$ cat config.mk
export PLATFORM = sky130hd
export DESIGN_NAME = irq_entry_seq
export DESIGN_NICKNAME = d
export VERILOG_FILES = /design/src/rtl/irq_entry_pkg.sv /design/src/rtl/irq_req_arb.sv /design/src/rtl/irq_entry_fsm.sv /design/src/rtl/irq_bus_mux.sv /design/src/rtl/irq_entry_seq.sv
export SDC_FILE = /design/constraint.sdc
export NUM_CORES = 1
export LEC_CHECK = 0
export BUFFER_PORTS_ARGS = -buffer_cell sky130_fd_sc_hd__buf_4
export CAP_MARGIN = 5
export CORE_AREA = 2 2 140 142
export DETAILED_ROUTE_END_ITERATION = 6
export DIE_AREA = 0 0 142 144
export PLACE_DENSITY = 0.6
export SYNTH_ARGS = -nofsm -noshare
export SYNTH_HDL_FRONTEND = slang
export SYNTH_HIERARCHICAL = 1
export SYNTH_SLANG_ARGS = --single-unit
$ cat constraint.sdc
create_clock -name clk -period 7.68 [get_ports clk]
set_input_delay 1.152 -clock clk [delete_from_list [all_inputs] [get_ports clk]]
set_output_delay 1.152 -clock clk [all_outputs]
set_load 0.005 [all_outputs]
$ cat src/rtl/irq_entry_pkg.sv
package irq_entry_pkg;

    localparam int WORD_W    = 16;
    localparam int PADDR_W   = 20;
    localparam int VTYPE_W   = 8;
    localparam int SEG_SHIFT = 4;
    localparam int SLOT_LOG2 = 2;

    typedef logic [WORD_W-1:0]  word_t;
    typedef logic [PADDR_W-1:0] paddr_t;
    typedef logic [VTYPE_W-1:0] vtype_t;

    typedef enum logic [3:0] {
        ST_IDLE,
        ST_ACK_A,
        ST_ACK_GAP,
        ST_ACK_B,
        ST_PUSH_FL,
        ST_PUSH_CS,
        ST_PUSH_IP,
        ST_VEC_IP,
        ST_VEC_CS,
        ST_LOAD
    } seq_state_e;

    typedef struct packed {
        word_t flags;
        word_t cs;
        word_t ip;
        word_t ss;
    } ctx_t;

    typedef struct packed {
        logic   req;
        logic   we;
        paddr_t addr;
        word_t  wdata;
    } bus_req_t;

    function automatic paddr_t phys(input word_t seg, input word_t off);
        return (paddr_t'(seg) << SEG_SHIFT) + paddr_t'(off);
    endfunction

    function automatic paddr_t vec_slot(input vtype_t t, input logic hi);
        return (paddr_t'(t) << SLOT_LOG2) + (hi ? paddr_t'(2) : paddr_t'(0));
    endfunction

    function automatic word_t pre_dec(input word_t sp);
        return sp - word_t'(2);
    endfunction

    function automatic logic is_push(input seq_state_e s);
        return (s == ST_PUSH_FL) || (s == ST_PUSH_CS) || (s == ST_PUSH_IP);
    endfunction

endpackage

$ cat src/rtl/irq_req_arb.sv
module irq_req_arb
    import irq_entry_pkg::*;
(
    input  logic clk,
    input  logic rst,
    input  logic boundary,
    input  logic busy,
    input  logic nmi_in,
    input  logic intr_in,
    input  logic ie_flag,
    output logic take,
    output logic take_nmi
);

    logic nmi_q;
    logic nmi_pend;
    logic nmi_rise;

    assign nmi_rise = nmi_in & ~nmi_q;

    always_ff @(posedge clk) begin
        if (rst) begin
            nmi_q    <= 1'b0;
            nmi_pend <= 1'b0;
        end else begin
            nmi_q    <= nmi_in;
            nmi_pend <= (nmi_pend & ~(take & take_nmi)) | nmi_rise;
        end
    end

    always_comb begin
        take_nmi = nmi_pend;
        take     = boundary & ~busy & (nmi_pend | (intr_in & ie_flag));
    end


    nmi_hold_chk: assert property (@(posedge clk) disable iff (rst)
        (nmi_pend && !take) |=> nmi_pend);


    mask_gate_chk: assert property (@(posedge clk) disable iff (rst)
        (take && !nmi_pend) |-> (intr_in && ie_flag));

endmodule

$ cat src/rtl/irq_entry_fsm.sv
module irq_entry_fsm
    import irq_entry_pkg::*;
#(
    parameter int NMI_VEC = 2
) (
    input  logic       clk,
    input  logic       rst,
    input  logic       take,
    input  logic       take_nmi,
    input  ctx_t       ctx_in,
    input  word_t      sp_in,
    input  logic       mem_ack,
    input  word_t      mem_rdata,
    input  logic       iack_rdy,
    input  vtype_t     iack_data,
    output seq_state_e state,
    output ctx_t       ctx_q,
    output word_t      sp_cur,
    output vtype_t     vtype,
    output word_t      new_ip,
    output word_t      new_cs
);

    always_ff @(posedge clk) begin
        if (rst) begin
            state  <= ST_IDLE;
            ctx_q  <= '0;
            sp_cur <= '0;
            vtype  <= '0;
            new_ip <= '0;
            new_cs <= '0;
        end else begin
            case (state)
                ST_IDLE: begin
                    if (take) begin
                        ctx_q  <= ctx_in;
                        sp_cur <= sp_in;
                        vtype  <= vtype_t'(NMI_VEC);
                        state  <= take_nmi ? ST_PUSH_FL : ST_ACK_A;
                    end
                end
                ST_ACK_A: begin
                    if (iack_rdy) state <= ST_ACK_GAP;
                end
                ST_ACK_GAP: begin
                    state <= ST_ACK_B;
                end
                ST_ACK_B: begin
                    if (iack_rdy) begin
                        vtype <= iack_data;
                        state <= ST_PUSH_FL;
                    end
                end
                ST_PUSH_FL: begin
                    if (mem_ack) begin
                        sp_cur <= pre_dec(sp_cur);
                        state  <= ST_PUSH_CS;
                    end
                end
                ST_PUSH_CS: begin
                    if (mem_ack) begin
                        sp_cur <= pre_dec(sp_cur);
                        state  <= ST_PUSH_IP;
                    end
                end
                ST_PUSH_IP: begin
                    if (mem_ack) begin
                        sp_cur <= pre_dec(sp_cur);
                        state  <= ST_VEC_IP;
                    end
                end
                ST_VEC_IP: begin
                    if (mem_ack) begin
                        new_ip <= mem_rdata;
                        state  <= ST_VEC_CS;
                    end
                end
                ST_VEC_CS: begin
                    if (mem_ack) begin
                        new_cs <= mem_rdata;
                        state  <= ST_LOAD;
                    end
                end
                ST_LOAD: begin
                    state <= ST_IDLE;
                end
                default: begin
                    state <= ST_IDLE;
                end
            endcase
        end
    end


    reset_idle_chk: assert property (@(posedge clk)
        rst |=> (state == ST_IDLE));


    gap_between_chk: assert property (@(posedge clk) disable iff (rst)
        (state == ST_ACK_A && iack_rdy) |=> (state == ST_ACK_GAP));

endmodule

$ cat src/rtl/irq_bus_mux.sv
module irq_bus_mux
    import irq_entry_pkg::*;
(
    input  seq_state_e state,
    input  ctx_t       ctx_q,
    input  word_t      sp_cur,
    input  vtype_t     vtype,
    output bus_req_t   bus,
    output logic       iack_req
);

    paddr_t push_addr;

    always_comb begin
        push_addr = phys(ctx_q.ss, pre_dec(sp_cur));
        bus       = '0;
        iack_req  = (state == ST_ACK_A) || (state == ST_ACK_B);
        case (state)
            ST_PUSH_FL: bus = '{req: 1'b1, we: 1'b1, addr: push_addr, wdata: ctx_q.flags};
            ST_PUSH_CS: bus = '{req: 1'b1, we: 1'b1, addr: push_addr, wdata: ctx_q.cs};
            ST_PUSH_IP: bus = '{req: 1'b1, we: 1'b1, addr: push_addr, wdata: ctx_q.ip};
            ST_VEC_IP:  bus = '{req: 1'b1, we: 1'b0, addr: vec_slot(vtype, 1'b0), wdata: '0};
            ST_VEC_CS:  bus = '{req: 1'b1, we: 1'b0, addr: vec_slot(vtype, 1'b1), wdata: '0};
            default:    bus = '0;
        endcase
    end


    always_comb begin
        if (is_push(state)) begin
            push_we_chk: assert (bus.req && bus.we);
        end
    end

endmodule

$ cat src/rtl/irq_entry_seq.sv
module irq_entry_seq
    import irq_entry_pkg::*;
#(
    parameter int NMI_VEC = 2
) (
    input  logic        clk,
    input  logic        rst,
    input  logic        boundary,
    input  logic        nmi_in,
    input  logic        intr_in,
    input  logic        ie_flag,
    input  logic [15:0] flags_in,
    input  logic [15:0] cs_in,
    input  logic [15:0] ip_in,
    input  logic [15:0] ss_in,
    input  logic [15:0] sp_in,
    output logic        iack_req,
    input  logic        iack_rdy,
    input  logic [7:0]  iack_data,
    output logic        mem_req,
    output logic        mem_we,
    output logic [19:0] mem_addr,
    output logic [15:0] mem_wdata,
    input  logic        mem_ack,
    input  logic [15:0] mem_rdata,
    output logic        busy,
    output logic        done,
    output logic        ip_load,
    output logic        cs_load,
    output logic        sp_load,
    output logic        flag_clr,
    output logic [15:0] ip_val,
    output logic [15:0] cs_val,
    output logic [15:0] sp_val
);

    logic       take;
    logic       take_nmi;
    seq_state_e state;
    ctx_t       ctx_in;
    ctx_t       ctx_q;
    word_t      sp_cur;
    vtype_t     vtype;
    word_t      new_ip;
    word_t      new_cs;
    bus_req_t   bus;

    assign ctx_in = '{flags: flags_in, cs: cs_in, ip: ip_in, ss: ss_in};

    irq_req_arb u_arb (
        .clk      (clk),
        .rst      (rst),
        .boundary (boundary),
        .busy     (busy),
        .nmi_in   (nmi_in),
        .intr_in  (intr_in),
        .ie_flag  (ie_flag),
        .take     (take),
        .take_nmi (take_nmi)
    );

    irq_entry_fsm #(.NMI_VEC(NMI_VEC)) u_fsm (
        .clk       (clk),
        .rst       (rst),
        .take      (take),
        .take_nmi  (take_nmi),
        .ctx_in    (ctx_in),
        .sp_in     (sp_in),
        .mem_ack   (mem_ack),
        .mem_rdata (mem_rdata),
        .iack_rdy  (iack_rdy),
        .iack_data (iack_data),
        .state     (state),
        .ctx_q     (ctx_q),
        .sp_cur    (sp_cur),
        .vtype     (vtype),
        .new_ip    (new_ip),
        .new_cs    (new_cs)
    );

    irq_bus_mux u_mux (
        .state    (state),
        .ctx_q    (ctx_q),
        .sp_cur   (sp_cur),
        .vtype    (vtype),
        .bus      (bus),
        .iack_req (iack_req)
    );

    always_comb begin
        mem_req   = bus.req;
        mem_we    = bus.we;
        mem_addr  = bus.addr;
        mem_wdata = bus.wdata;
        busy      = (state != ST_IDLE);
        done      = (state == ST_LOAD);
        ip_load   = done;
        cs_load   = done;
        sp_load   = done;
        flag_clr  = done;
        ip_val    = new_ip;
        cs_val    = new_cs;
        sp_val    = sp_cur;
    end


    start_on_boundary_chk: assert property (@(posedge clk) disable iff (rst)
        (busy && !$past(busy)) |-> $past(boundary));


    req_hold_chk: assert property (@(posedge clk) disable iff (rst)
        (mem_req && !mem_ack) |=> (mem_req && $stable(mem_addr) && $stable(mem_we) && $stable(mem_wdata)));


    done_pulse_chk: assert property (@(posedge clk) disable iff (rst)
        done |=> !done);


    bus_excl_chk: assert property (@(posedge clk) disable iff (rst)
        !(iack_req && mem_req));


    vec_read_chk: assert property (@(posedge clk) disable iff (rst)
        (mem_req && !mem_we) |-> (mem_addr[19:10] == '0 && !mem_addr[0]));


    no_abort_chk: assert property (@(posedge clk) disable iff (rst)
        (busy && !done) |=> busy);

endmodule

# After elaboration in Yosys (flattened, before gate mapping)
# Index checks and enable logic that the tools add are counted.
# totals
ff_bits	126
input_bits	112
out_inout_bits	93
wordCells	72
# op_classes
n_addsub	3
eq_ne	18
muxes	17
bitwise	11
n_reduce_logical	12
# op_table
cell	count
$pmux 38 s5	1
$pmux 4 s9	1
$mux 16	2
$mux 4	8
$pmux 16 s2	1
$add 20x16->20	1
$eq 4x3->1 const B	4
$mux 8	2
$ne 2x2->1 const B	8
$pmux 8 s2	1
$sub 16x2->16 const B	1
$add 10x2->11 const B	1
$eq 4x2->1 const B	2
$eq 4x4->1 const B	2
$reduce_and 8->1	1
$and 1x1->1	6
$reduce_and 2->1	3
$reduce_and 3->1	2
$eq 4x1->1 const B	1
$logic_not 4->1	1
$reduce_bool 2->1	2
$reduce_bool 4->1	1
$mux 3	1
$not 1->1	3
4 further kinds	5

# Depth between registers and ports, before layout
# Gate-level depths: netlist of the first run.
# depth
word_depth	8
depth_mapped	12

# By module
# The synthesis of the first run kept the hierarchy.
# by_module_without_submodules
mod	n_inst	cells_each	area_per_inst_um2
irq_entry_fsm	1	624	4887.2
irq_bus_mux	1	232	1531.5
irq_req_arb	1	9	80.1
irq_entry_seq	1	6	47.5

# Worst setup path after synthesis of the first run
# No wires, ideal clock.
# synth_timing
kind	reg-to-output
from	register u_fsm.sp_cur[3]
to	output mem_addr[19]
t_arrival_ps	2698
t_required_ps	6528
setup_slack_ps	3830
stages_incl_launch_ff	13
path_buffers	0
cell_sequence	dfxtp_1 nor4_1 nor2b_1 nand2_1 nor3_1 xor2_1 ha_1 a21oi_1 o211ai_2 a221oi_4 o2bb2ai_2 o22ai_1 a41o_1
# synth_via
elab_chain_len	3
# synth_lines
item	line	source
start: declaration	irq_entry_fsm.sv:18	output word_t sp_cur,
start signal: assignment	irq_entry_fsm.sv:37	sp_cur <= sp_in;
start signal: assignment	irq_entry_fsm.sv:56	sp_cur <= pre_dec(sp_cur);
start signal: assignment	irq_entry_fsm.sv:62	sp_cur <= pre_dec(sp_cur);
$sub 16x2->16	irq_entry_pkg.sv:49	return sp - word_t'(2);
$add 20x16->20	irq_entry_pkg.sv:41	return (paddr_t'(seg) << SEG_SHIFT) + paddr_t'(off);
$pmux 38 s5	irq_bus_mux.sv:18	case (state)
end: declaration	irq_entry_seq.sv:22	output logic [19:0] mem_addr,
# No other way between the ends.

# Worst setup path after layout of the first run
# Ends and elaborated chain as after synthesis.

==> results of run 1 <==
## stage by stage
step / cell area (um^2) / instances / hold slack [ps] / utilization, %
global placement: 8160 / 1261 / 421 / 42.8
detailed placement: 8160 / 1261 / 429 / 42.8
global route: 8750 / 1293 / 456 / 45.9
finish: 8750 / 1293 / 433 / 45.9
CTS: 8750 / 1293 / 435 / 45.9
floorplan: 6550 / 871 / 410 / -
## routing by layer
layer | up-vias | track usage, % | wire [um]
li1 | 3331 | - | -
met1 | 3035 | 25.7 | 9280
met2 | 175 | 32.9 | 9990
met3 | 20 | 5.26 | 1230
met4 | 0 | 6.58 | 386
met5 | - | 0 | 0
## kinds of logic (layout without fill, tap and decap cells)
logic type	Yosys count	in the layout
AND/OR/NAND/NOR	385	385
AO/OA/AOI/OAI	228	228
flip-flops	126	126
buffers and inverters	73	257
XOR/XNOR	24	24
multiplexers	20	20
adder cells (fa/ha/maj)	15	15
## Yosys cell counts, types with 4 or more instances
cell and number:
a21o_1 4, a21oi_1 149, a22oi_1 6, a31oi_1 6, and2_1 9, buf_2 20, buf_4 6, clkbuf_1 31
dfxtp_1 126, ha_1 14, inv_1 14, mux2i_1 19, nand2_1 222, nand3_1 19, nand3b_1 4, nor2_1 75
nor2b_1 7, nor3_1 12, nor3b_1 5, nor4_1 4, nor4b_1 4, o211ai_1 6, o21a_1 8, o21ai_0 10
o21ai_1 4, xnor2_1 9, xor2_1 15
## layout make-up
| cell class | instances | area [um^2] | share of cell area [%] |
|---|---|---|---|
| multi-input cells | 672 | 3700 | 42.2 |
| flip-flops and latches | 126 | 2520 | 28.8 |
| clock inverters | 14 | 169 | 1.93 |
| clock buffers | 18 | 429 | 4.90 |
| well taps | 238 | 298 | 3.40 |
| repair buffers | 211 | 1580 | 18.1 |
| inverters | 14 | 52.6 | 0.600 |
## power by group through the flow
stage / logic (mW) / registers [mW] / clock network, mW
finish: 1.43 / 0.856 / 0.818
global route: 1.59 / 0.872 / 0.865
CTS: 1.43 / 0.856 / 0.836
detailed placement: 1.43 / 0.870 / 0
global placement: 1.43 / 0.866 / 0
floorplan: 1.08 / 0.830 / 0
## registers in the layout, indices dropped and copies added (netlist names)
signal and cells:
u_fsm/sp_cur 16, u_fsm/state 4, u_fsm/new_ip 16, u_fsm/ctx_q 64, u_arb/take_nmi 1, u_fsm/new_cs 16
u_arb/nmi_q 1, u_fsm/vtype 8
## worst max-delay path by stage
| stage | start | to | slack (ps) |
|---|---|---|---|
| after global routing | u_fsm/sp_cur[3] | mem_addr[19] | 2640 |
| final | u_fsm/sp_cur[3] | mem_addr[19] | 2980 |
| after CTS | u_fsm/sp_cur[3] | mem_addr[19] | 2970 |
| after global placement | u_fsm/sp_cur[3] | mem_addr[19] | 3440 |
| after floorplan | u_fsm/sp_cur[3] | mem_addr[19] | 3830 |
| after detailed placement | u_fsm/sp_cur[3] | mem_addr[19] | 3430 |
==> key figures, run 1 <==
Status
  • Status: finished, final reports clean

Routing
  • Vias after detailed routing: 6,561
  • DRC errors left: 0
  • Wirelength per Cell: between 15 and 20 um
  • DR iter-0 viols: 401
  • Routed wire length: 20.9 mm
  • DR vias/cell: 5.07
  • Antenna violation net count after detailed routing: 0
  • Drt first pass iters: 5

Timing
  • Fin crit share: about three fifths
  • Worst slew pin tran: between 1000 and 1500 ps
  • Fin Setup TNS: 0 ps
  • Final Hold Vio Count: 0
  • # setup viols final: 0
  • Fmax: between 200 and 250 MHz
  • Final min period: roughly 4700 ps
  • Worst rel slew slack: 20.2%
  • RSZ-0062 raised after global routing: no
  • Count of final max-slew check failures: 0
  • Clock Skew: approximately 13 ps
  • PnR worst setup slack: between 2000 and 3000 ps

CTS
  • CTS clk-pin slew, worst paths: ~60 ps
  • Num CTS Buffers: 17
  • H-tree levels: 4
  • CTS Sinks: around 130
  • CTS Hold Bufs: 0
  • Worst skew pair latency: about 420 ps
  • CTS tree: yes
  • Post-CTS Setup Bufs: 0
  • Post-cts resize count: 0
  • CTS Root Cell: clkbuf_16
  • Clk buf depth: 2

Finish
  • Share of cells above drive strength 1: between 20% and 30%
  • Fillcell total: 1,988
  • Diodes inserted: 0
  • Commonest non-fill, non-tap cells in the layout: nand2_1, buf_4, a21oi_1, dfxtp_1, nor2_1
  • Fin nets: around 1,200
  • Commonest non-fill, non-tap cell in the layout: nand2_1
  • Layout area overhead: 33.7%

Min path
  • Hold path start: u_arb/nmi_q
  • Hold depth: 1
  • Hold EP: u_arb/take_nmi
  • Hold WC Path Type: register to register

Yosys
  • Largest family of logic cells by synthesized area: simple AND/OR/NAND/NOR gates
  • Post-synthesis register bit count: between 100 and 150
  • Seq/Total Area, Yosys: roughly 39%
  • Mapped Area: ~6500 um^2
  • Number of synthesized flops with an enable pin: 0
  • FFs w/ async S/R, synth: 0%
  • Syn avg cell area: approximately 7.5 um^2
  • Mapped Cells: 871
  • Xor/xnor share of the synthesized area: around 3.2%
  • Adder-cell area share of the yosys netlist: about 3.0%
  • Synth unique cells: 73
  • Synth top area share: between 30% and 40%
  • Net Count, Synth: between 900 and 1,000
  • Synth area leader: dfxtp_1
  • Top FF cell, synth: dfxtp_1
  • Mux cell area share after synthesis: 3.08%
  • Synth Area in Compound Gates: roughly a fifth
  • Simple-gate share of the synthesized area: 26.0%
  • Synth Warn #: 6
  • Area contributors post-synth: dfxtp_1, nand2_1, a21oi_1, nor2_1, mux2i_1

Critical path
  • CP Class: register to output pin
  • Crit-path max cell delay: between 400 and 500 ps
  • Worst-path maximum fanout: 12
  • FF-to-FF setup slack: between 3000 and 4000 ps
  • R2R cell count: 9
  • WP data required: between 6000 and 7000 ps
  • Crit. End Element: output pin
  • R2r startpoint: u_fsm/state[1]
  • Critical R2R Capture: u_fsm/sp_cur[15]
  • CP Buf/Inv Count: 1
  • CP max-delay cell: dfxtp_1
  • Critical Path AT: roughly 3500 ps
  • Levels on crit path: 13
  • CP Launch Type: register
  • Cell chain of the critical path: nor4_1 > nor2b_1 > nand2_1 > nor3_1 > xor2_1 > ha_1 > a21oi_1 > o211ai_2 > a221oi_4 > o2bb2ai_2 > o22ai_1 > a41o_1 > buf_4
  • CP top delay family: compound AO/OA/AOI/OAI gates

Power and ir drop
  • Post-layout total power: about 3.1 mW
  • Combinational Power Share: between 40% and 50%
  • Reg power frac: approximately 28%
  • NetSw: 1.28 mW
  • Internal: ~1.8 mW
  • Max IR drop VDD: 0.000167 V
  • Leak pwr: 3.55 nW
  • Clk pwr share: between 20% and 30%
  • Sw Share: between 40% and 50%
  • Power Dens Cells: roughly 350 nW/um^2

GRT
  • First-pass GRT wire length: 32.4 mm
  • Antenna violations before repair: 0
  • GRT Total Usage: roughly 20%
  • Largest net degree at the start of global routing: just over 90
  • Vias in the first global route: approximately 6,200
  • Congestion Overflow GR: 0

Floorplanning
  • Die width: 142 um
  • Starting Density: between 30 and 40%
  • Die ar.: a little over 20,000 um^2
  • Core ar.: about 19,000 um^2
  • Rows: 51
  • Die Span Y: ~140 um
  • Top-Level Pins: 205

Place
  • Place WS: 3430 ps
  • PortBufs: roughly 200
  • Routability congestion estimate: 0.843
  • Post-DP HPWL: approximately 15 mm

Job
  • Max-cap check violation count: 0
No activity file was read; power rests on OpenSTA's default activity.
==> run 2, diff against run 1 <==
Settings changed: PLACE_DENSITY 0.6 to 0.62.
Clock period 7.68 ns to 3.95 ns, I/O delays scaled along.
==> run 2 against run 1 <==
  * Sequential cell count stayed put
  * Cell area is 2.2% higher
  * Register-to-register slack worse by 3100 ps
  * Sequential share of layout area is 0.59 points lower
  * Wire length is 1.7% higher
  * First-iteration DRC count is 24% lower
  * Non-clock buffer count is 13 higher
  * Worst hold slack worse by 22 ps
  * Clock-buffer cell count stayed put
  * Combinational power is 110% higher
  * Die area stayed put
  * Clock power is 97% higher
  * Critical path type unchanged
==> key figures, run 2 (synthesized netlist as in run 1, its figures left out) <==
Finish
  • Max reg flops: 64 (unchanged)
  • Commonest non-fill, non-tap cells in the layout: buf_4, nand2_1, a21oi_1, dfxtp_1, nor2_1 (was nand2_1, buf_4, a21oi_1, dfxtp_1, nor2_1)
  • Layout area overhead: 36.7% (was 33.7%)
  • Share of cells above drive strength 1: 27.2% (was 24.7%)
  • Commonest non-fill, non-tap cell in the layout: buf_4 (was nand2_1)
  • Diodes inserted: 0 (unchanged)
  • Fillcell total: 1,962 (was 1,988)
  • Reg with most FFs: u_fsm/ctx_q (unchanged)
  • Fin nets: 1,182 (was 1,169)

Routing
  • Top Metal Used: met4 (unchanged)
  • DR vias/cell: 5.12 (was 5.07)
  • Met1 WL: 9.24 mm (was 9.28 mm)
  • Drt first pass iters: 5 (unchanged)
  • Metal3 WL: 1.34 mm (was 1.23 mm)
  • Vias after detailed routing: 6,691 (was 6,561)
  • Wirelength per Cell: 16.3 um (was 16.2 um)
  • Detail Route met2 WL: 10.1 mm (was 9.99 mm)
  • DR iter-0 viols: 306 (was 401)
  • DRC errors left: 0 (unchanged)
  • Antenna violation net count after detailed routing: 0 (unchanged)
  • Routed wire length: 21.2 mm (was 20.9 mm)

CTS
  • Worst skew pair latency: 420 ps (about the same)
  • CTS Sinks: 126 (unchanged)
  • CTS clk-pin slew, worst paths: 60 ps (about the same)
  • Clk buf depth: 2 (unchanged)
  • CTS tree: yes (unchanged)
  • Num CTS Buffers: 17 (unchanged)
  • H-tree levels: 4 (unchanged)
  • CTS Root Cell: clkbuf_16 (unchanged)
  • CTS Hold Bufs: 0 (unchanged)

Critical path
  • CP max-delay cell: dfxtp_1 (unchanged)
  • Cell chain of the critical path: nor4_4 > nor2b_2 > nand2_2 > nor3_2 > xor2_1 > ha_1 > a21oi_2 > o211ai_2 > a221oi_4 > o2bb2ai_2 > o22ai_1 > a41o_1 > buf_4 (was nor4_1 > nor2b_1 > nand2_1 > nor3_1 > xor2_1 > ha_1 > a21oi_1 > o211ai_2 > a221oi_4 > o2bb2ai_2 > o22ai_1 > a41o_1 > buf_4)
  • Levels on crit path: 13 (unchanged)
  • WP data required: 3360 ps (was 6530 ps)
  • Crit. End Element: output pin (unchanged)
  • Critical Path AT: 3250 ps (was 3540 ps)
  • CP Class: register to output pin (unchanged)
  • CP top delay family: compound AO/OA/AOI/OAI gates (unchanged)
  • CP Launch Type: register (unchanged)
  • Crit-path max cell delay: 330 ps (was 420 ps)
  • CP Buf/Inv Count: 1 (unchanged)
  • Worst-path maximum fanout: 4 (was 12)
  • R2R cell count: 8 (was 9)

Power and ir drop
  • Leak pwr: 3.63 nW (was 3.55 nW)
  • Max IR drop VDD: 0.000321 V (was 0.000167 V)
  • Power Dens Cells: 704 nW/um^2 (was 355 nW/um^2)

Job
  • Max-cap check violation count: 0 (unchanged)

Place
  • PortBufs: 204 (unchanged)
  • Post-DP HPWL: 15.4 mm (was 14.9 mm)
  • Place WS: 205 ps (was 3430 ps)
  • Routability congestion estimate: 0.885 (was 0.843)

Floorplanning
  • Starting Density: 34.3% (unchanged)
  • Rows: 51 (unchanged)
  • Die width: 142 um (unchanged)
  • Core ar.: 19,100 um^2 (unchanged)
  • Die Span Y: 144 um (unchanged)
  • Top-Level Pins: 205 (unchanged)
  • Die ar.: 20,400 um^2 (unchanged)

Timing
  • Clock Skew: 11.0 ps (was 13.0 ps)
  • Worst slew pin tran: 1240 ps (was 1190 ps)
  • Final min period: slightly below 4000 ps
  • RSZ-0062 raised after global routing: yes (was no)
  • Fmax: approximately 260 MHz
  • Fin crit share: between 90% and 100%
  • Fin Setup TNS: 0 ps (unchanged)
  • PnR worst setup slack: 107 ps (was 2980 ps)
  • # setup viols final: 0 (unchanged)
  • Count of final max-slew check failures: 0 (unchanged)
  • Worst rel slew slack: 17.0% (was 20.2%)
  • Final hold slack: 412 ps (was 433 ps)
  • Final Hold Vio Count: 0 (unchanged)

GRT
  • First-pass GRT wire length: 32.9 mm (was 32.4 mm)
  • GRT Total Usage: 20.4% (was 20.1%)
  • Largest net degree at the start of global routing: 69 (was 92)
  • Congestion Overflow GR: 0 (unchanged)
  • Vias in the first global route: 6,417 (was 6,194)
  • Antenna violations before repair: 0 (unchanged)

Min path
  • Hold depth: 3 (was 1)
  • Hold WC Path Type: input pin to register (was register to register)

Status
  • Status: finished, final reports clean (unchanged)
[run 2: final timing paths]
kind	start	to	slack (ps)
worst min register to register	u_arb/nmi_q	u_arb/take_nmi	430
worst min-delay path	nmi_in	u_arb/nmi_q	410
worst max-delay path	u_fsm/sp_cur[3]	mem_addr[19]	110
worst max register to register	u_fsm/state[0]	u_fsm/ctx_q[29]	890
[run 2: layout make-up]
class,instances,area (um^2),area share (%)
clock inverters,14,168,1.87
well taps,238,298,3.33
flip-flops and latches,126,2530,28.2
repair buffers,224,1690,18.9
inverters,14,52.6,0.587
multi-input cells,672,3770,42.1
clock buffers,18,439,4.91
[run 2: metal layers]
layer / vias up / GRT usage [%]
li1: 3357 / -
met4: 0 / 7.11
met5: - / 0
met3: 28 / 5.86
met1: 3112 / 25.1
met2: 194 / 34.4
[run 2: what timing repair did]
action | in CTS | in global routing
endpoints found under the setup margin | 6 | 5
cloned | 0 | 0
pin swaps | 5 | 3
buffers inserted | 2 | 1
gates resized for setup | 7 | 12
[run 2: tightest hold or removal path, cell delays in order]
cell    delay (ps)
buf_4           70
inv_1           40
nor2_1          90
[run 2: metrics by stage]
| step | area (um^2) | std cells | utilization, % | total power, mW |
|---|---|---|---|---|
| 3_3_place_gp | 8240 | 1271 | 43.2 | 4.50 |
| 6_report | 8950 | 1306 | 46.9 | 6.30 |
| 4_1_cts | 8890 | 1305 | 46.6 | 6.24 |
| 2_1_floorplan | 6550 | 871 | - | 3.71 |
| 5_1_grt | 8950 | 1306 | 46.9 | 6.73 |
| 3_5_place_dp | 8240 | 1271 | 43.2 | 4.53 |
[run 2: power by group]
| group | leakage (nW) | internal (mW) | switching, mW |
|---|---|---|---|
| combinational | 2.32 | 1.30 | 1.77 |
| sequential | 1.02 | 1.45 | 0.164 |
| clock | 0.293 | 0.969 | 0.646 |
| total | 3.63 | 3.72 | 2.58 |
==> run 3, diff against run 2 <==
Settings changed: BUFFER_PORTS_ARGS -buffer_cell sky130_fd_sc_hd__buf_4 to -buffer_cell sky130_fd_sc_hd__buf_2, MAX_ROUTING_LAYER set to met4.
==> run 3 against run 2 <==
  * Sequential power about the same
  * Sequential share of layout area increased by 1.6 points
  * Final cell count increased by 0.15%
  * First-iteration DRC count increased by 27%
  * Worst hold slack got worse by 14 ps
  * Die area unchanged
  * Register-to-register slack improved by 170 ps
  * Clock skew increased by 6.8 ps
  * Clock-buffer cell count unchanged
  * Non-clock buffer count increased by 2
  * Cell area decreased by 5.3%
  * Critical endpoint is now mem_addr[15]
  * Highest routed layer unchanged
==> key figures, run 3 (synthesized netlist as in run 1, its figures left out) <==
Routing
  • Routed wire length: 21.0 mm (was 21.2 mm)
  • DR vias/cell: 5.09 (was 5.12)
  • DRC errors left: 0 (unchanged)
  • Vias after detailed routing: 6,657 (was 6,691)
  • Drt first pass iters: 5 (unchanged)
  • Wirelength per Cell: 16.0 um (was 16.3 um)
  • Antenna violation net count after detailed routing: 0 (unchanged)
  • DR iter-0 viols: 389 (was 306)

Critical path
  • CP top delay family: simple AND/OR/NAND/NOR gates (was compound AO/OA/AOI/OAI gates)
  • WP data required: 3360 ps (about the same)
  • R2R cell count: 8 (unchanged)
  • Critical R2R Capture: u_fsm/ctx_q[61] (was u_fsm/ctx_q[29])
  • CP max-delay cell: dfxtp_4 (was dfxtp_1)
  • Critical Path AT: 3290 ps (was 3250 ps)
  • FF-to-FF setup slack: 1060 ps (was 890 ps)
  • R2r startpoint: u_fsm/state[0] (unchanged)
  • Worst-path maximum fanout: 6 (was 4)
  • Crit. End Element: output pin (unchanged)
  • CP Class: register to output pin (unchanged)
  • CP Launch Type: register (unchanged)
  • Crit-path max cell delay: 370 ps (was 330 ps)
  • Cell chain of the critical path: nor4_4 > nor2b_4 > nand2_4 > nor3_4 > xor2_2 > ha_4 > a21oi_2 > o211ai_2 > a221oi_4 > o2bb2ai_2 > buf_4 > xor2_1 > nor2_1 > buf_2 (was nor4_4 > nor2b_2 > nand2_2 > nor3_2 > xor2_1 > ha_1 > a21oi_2 > o211ai_2 > a221oi_4 > o2bb2ai_2 > o22ai_1 > a41o_1 > buf_4)
  • CP Buf/Inv Count: 2 (was 1)

GRT
  • Antenna violations before repair: 0 (unchanged)
  • Vias in the first global route: 6,080 (was 6,417)
  • GRT Total Usage: 20.7% (was 20.4%)
  • Congestion Overflow GR: 0 (unchanged)
  • Largest net degree at the start of global routing: 71 (was 69)
  • First-pass GRT wire length: 32.3 mm (was 32.9 mm)

CTS
  • CTS Sinks: 126 (unchanged)
  • CTS Root Cell: clkbuf_16 (unchanged)
  • H-tree levels: 4 (unchanged)
  • Clk buf depth: 2 (unchanged)
  • CTS clk-pin slew, worst paths: 60 ps (about the same)
  • CTS tree: yes (unchanged)
  • CTS Hold Bufs: 0 (unchanged)
  • Num CTS Buffers: 17 (unchanged)
  • Worst skew pair latency: 430 ps (was 420 ps)

Finish
  • Layout area overhead: 29.5% (was 36.7%)
  • Reg with most FFs: u_fsm/ctx_q (unchanged)
  • Commonest non-fill, non-tap cell in the layout: nand2_1 (was buf_4)
  • Post-Layout Cell Count: 1,308 (was 1,306)
  • Fillcell total: 1,960 (was 1,962)
  • Max reg flops: 64 (unchanged)
  • Commonest non-fill, non-tap cells in the layout: nand2_1, buf_2, a21oi_1, dfxtp_1, nor2_1 (was buf_4, nand2_1, a21oi_1, dfxtp_1, nor2_1)
  • Fin nets: 1,184 (was 1,182)
  • Diodes inserted: 0 (unchanged)
  • Share of cells above drive strength 1: 28.0% (was 27.2%)

Timing
  • Worst rel slew slack: 17.1% (was 17.0%)
  • Fin crit share: 98.3% (was 97.3%)
  • Worst slew pin tran: 1240 ps (about the same)
  • Final min period: 3880 ps (was 3840 ps)
  • Fmax: 257 MHz (was 260 MHz)
  • Count of final max-slew check failures: 0 (unchanged)
  • Final Hold Vio Count: 0 (unchanged)
  • Clock Skew: 17.8 ps (was 11.0 ps)
  • # setup viols final: 0 (unchanged)
  • Fin Setup TNS: 0 ps (unchanged)
  • RSZ-0062 raised after global routing: yes (unchanged)

Place
  • Routability congestion estimate: 0.891 (was 0.885)
  • Placed cell count: 1,271 (unchanged)
  • Post-DP HPWL: 14.9 mm (was 15.4 mm)
  • PortBufs: 204 (unchanged)

Floorplanning
  • Die width: 142 um (unchanged)
  • Die Span Y: 144 um (unchanged)
  • Core ar.: 19,100 um^2 (unchanged)
  • Starting Density: 34.3% (unchanged)
  • Die ar.: 20,400 um^2 (unchanged)
  • Rows: 51 (unchanged)
  • Top-Level Pins: 205 (unchanged)

Min path
  • Hold path start: flags_in[2] (was nmi_in)
  • Hold depth: 3 (unchanged)
  • Hold EP: u_fsm/ctx_q[50] (was u_arb/nmi_q)
  • Hold WC Path Type: input pin to register (unchanged)

Job
  • Max-cap check violation count: 0 (unchanged)

Power and ir drop
  • Power Dens Cells: 736 nW/um^2 (was 704 nW/um^2)
  • Leak pwr: 3.54 nW (was 3.63 nW)
  • Max IR drop VDD: 0.000326 V (was 0.000321 V)

Status
  • Status: finished, final reports clean (unchanged)
==> run 3: cell types whose count changed in the layout (fill, tap and decap cells not counted), moves of 2 or more <==
cell       delta
buf_4       -201
bufinv_16     -2
a21oi_1       -2
clkinv_4      +3
a21oi_2       +2
ha_1          -2
inv_6         -2
dfxtp_2       -2
buf_2       +203
==> run 3: metal layers <==
metal / global-route usage [%] / part of all wire [%] / up-vias
met1: 27.6 / 46 / 3059
met3: 3.64 / 4.5 / 31
met4: 6.58 / 2.3 / 0
li1: - / - / 3370
met2: 32.0 / 47 / 197
met5: - / 0 / -
==> run 3: area by class of cell <==
type / count / area (um^2) / share of cell area [%]
Clock buffer: 18 / 439 / 5.18
Clock inverter: 14 / 124 / 1.46
Inverter: 14 / 52.6 / 0.620
Multi-Input combinational cell: 672 / 3830 / 45.2
Sequential cell: 126 / 2530 / 29.8
Tap cell: 238 / 298 / 3.51
Timing Repair Buffer: 226 / 1200 / 14.2
==> run 3: worst max path at each step <==
stage	slack, ps	depth (start not counted)	startpoint	to
3_5_place_dp	250	13	u_fsm/sp_cur[5]	mem_addr[19]
2_1_floorplan	660	12	u_fsm/sp_cur[3]	mem_addr[19]
6_report	70	14	u_fsm/sp_cur[5]	mem_addr[15]
3_3_place_gp	320	13	u_fsm/sp_cur[5]	mem_addr[19]
4_1_cts	-20	13	u_fsm/sp_cur[5]	mem_addr[19]
5_1_grt	-70	14	u_fsm/sp_cur[5]	mem_addr[15]
==> run 3: per-stage QoR <==
step           setup WS (ps)  hold WS, ps  cell area (um^2)  util, %  power (mW)
6_report                66.2          398              8480     44.4        6.24
5_1_grt                -67.9          389              8480     44.4        6.67
4_1_cts                -19.5          387              8330     43.7        6.01
3_5_place_dp             253          431              7740     40.5        4.45
3_3_place_gp             325          421              7740     40.5        4.44
2_1_floorplan            660          410              6550        -        3.71
==> run 3: power breakdown <==
| part | internal, mW | switching, mW | total (mW) | leakage (nW) |
|---|---|---|---|---|
| Sequential | 1.45 | 0.164 | 1.61 | 1.02 |
| Combinational | 1.29 | 1.84 | 3.13 | 2.25 |
| Clock | 0.840 | 0.657 | 1.50 | 0.268 |
==> run 3: worst register-to-register path: stages (launching register included) <==
cell     delay (ps)
dfxtp_2         310
or4_1           590
nor2b_1         190
nor2b_1         280
nor3b_2         370
and2_2          500
buf_12          300
nand2_1         170
a21oi_1         130
==> run 3: repair_timing <==
item	in CTS	in global routing
pin swaps	4	16
gates resized for setup	6	24
buffers inserted	1	4
gates cloned	0	0
endpoints found under the setup margin	5	6
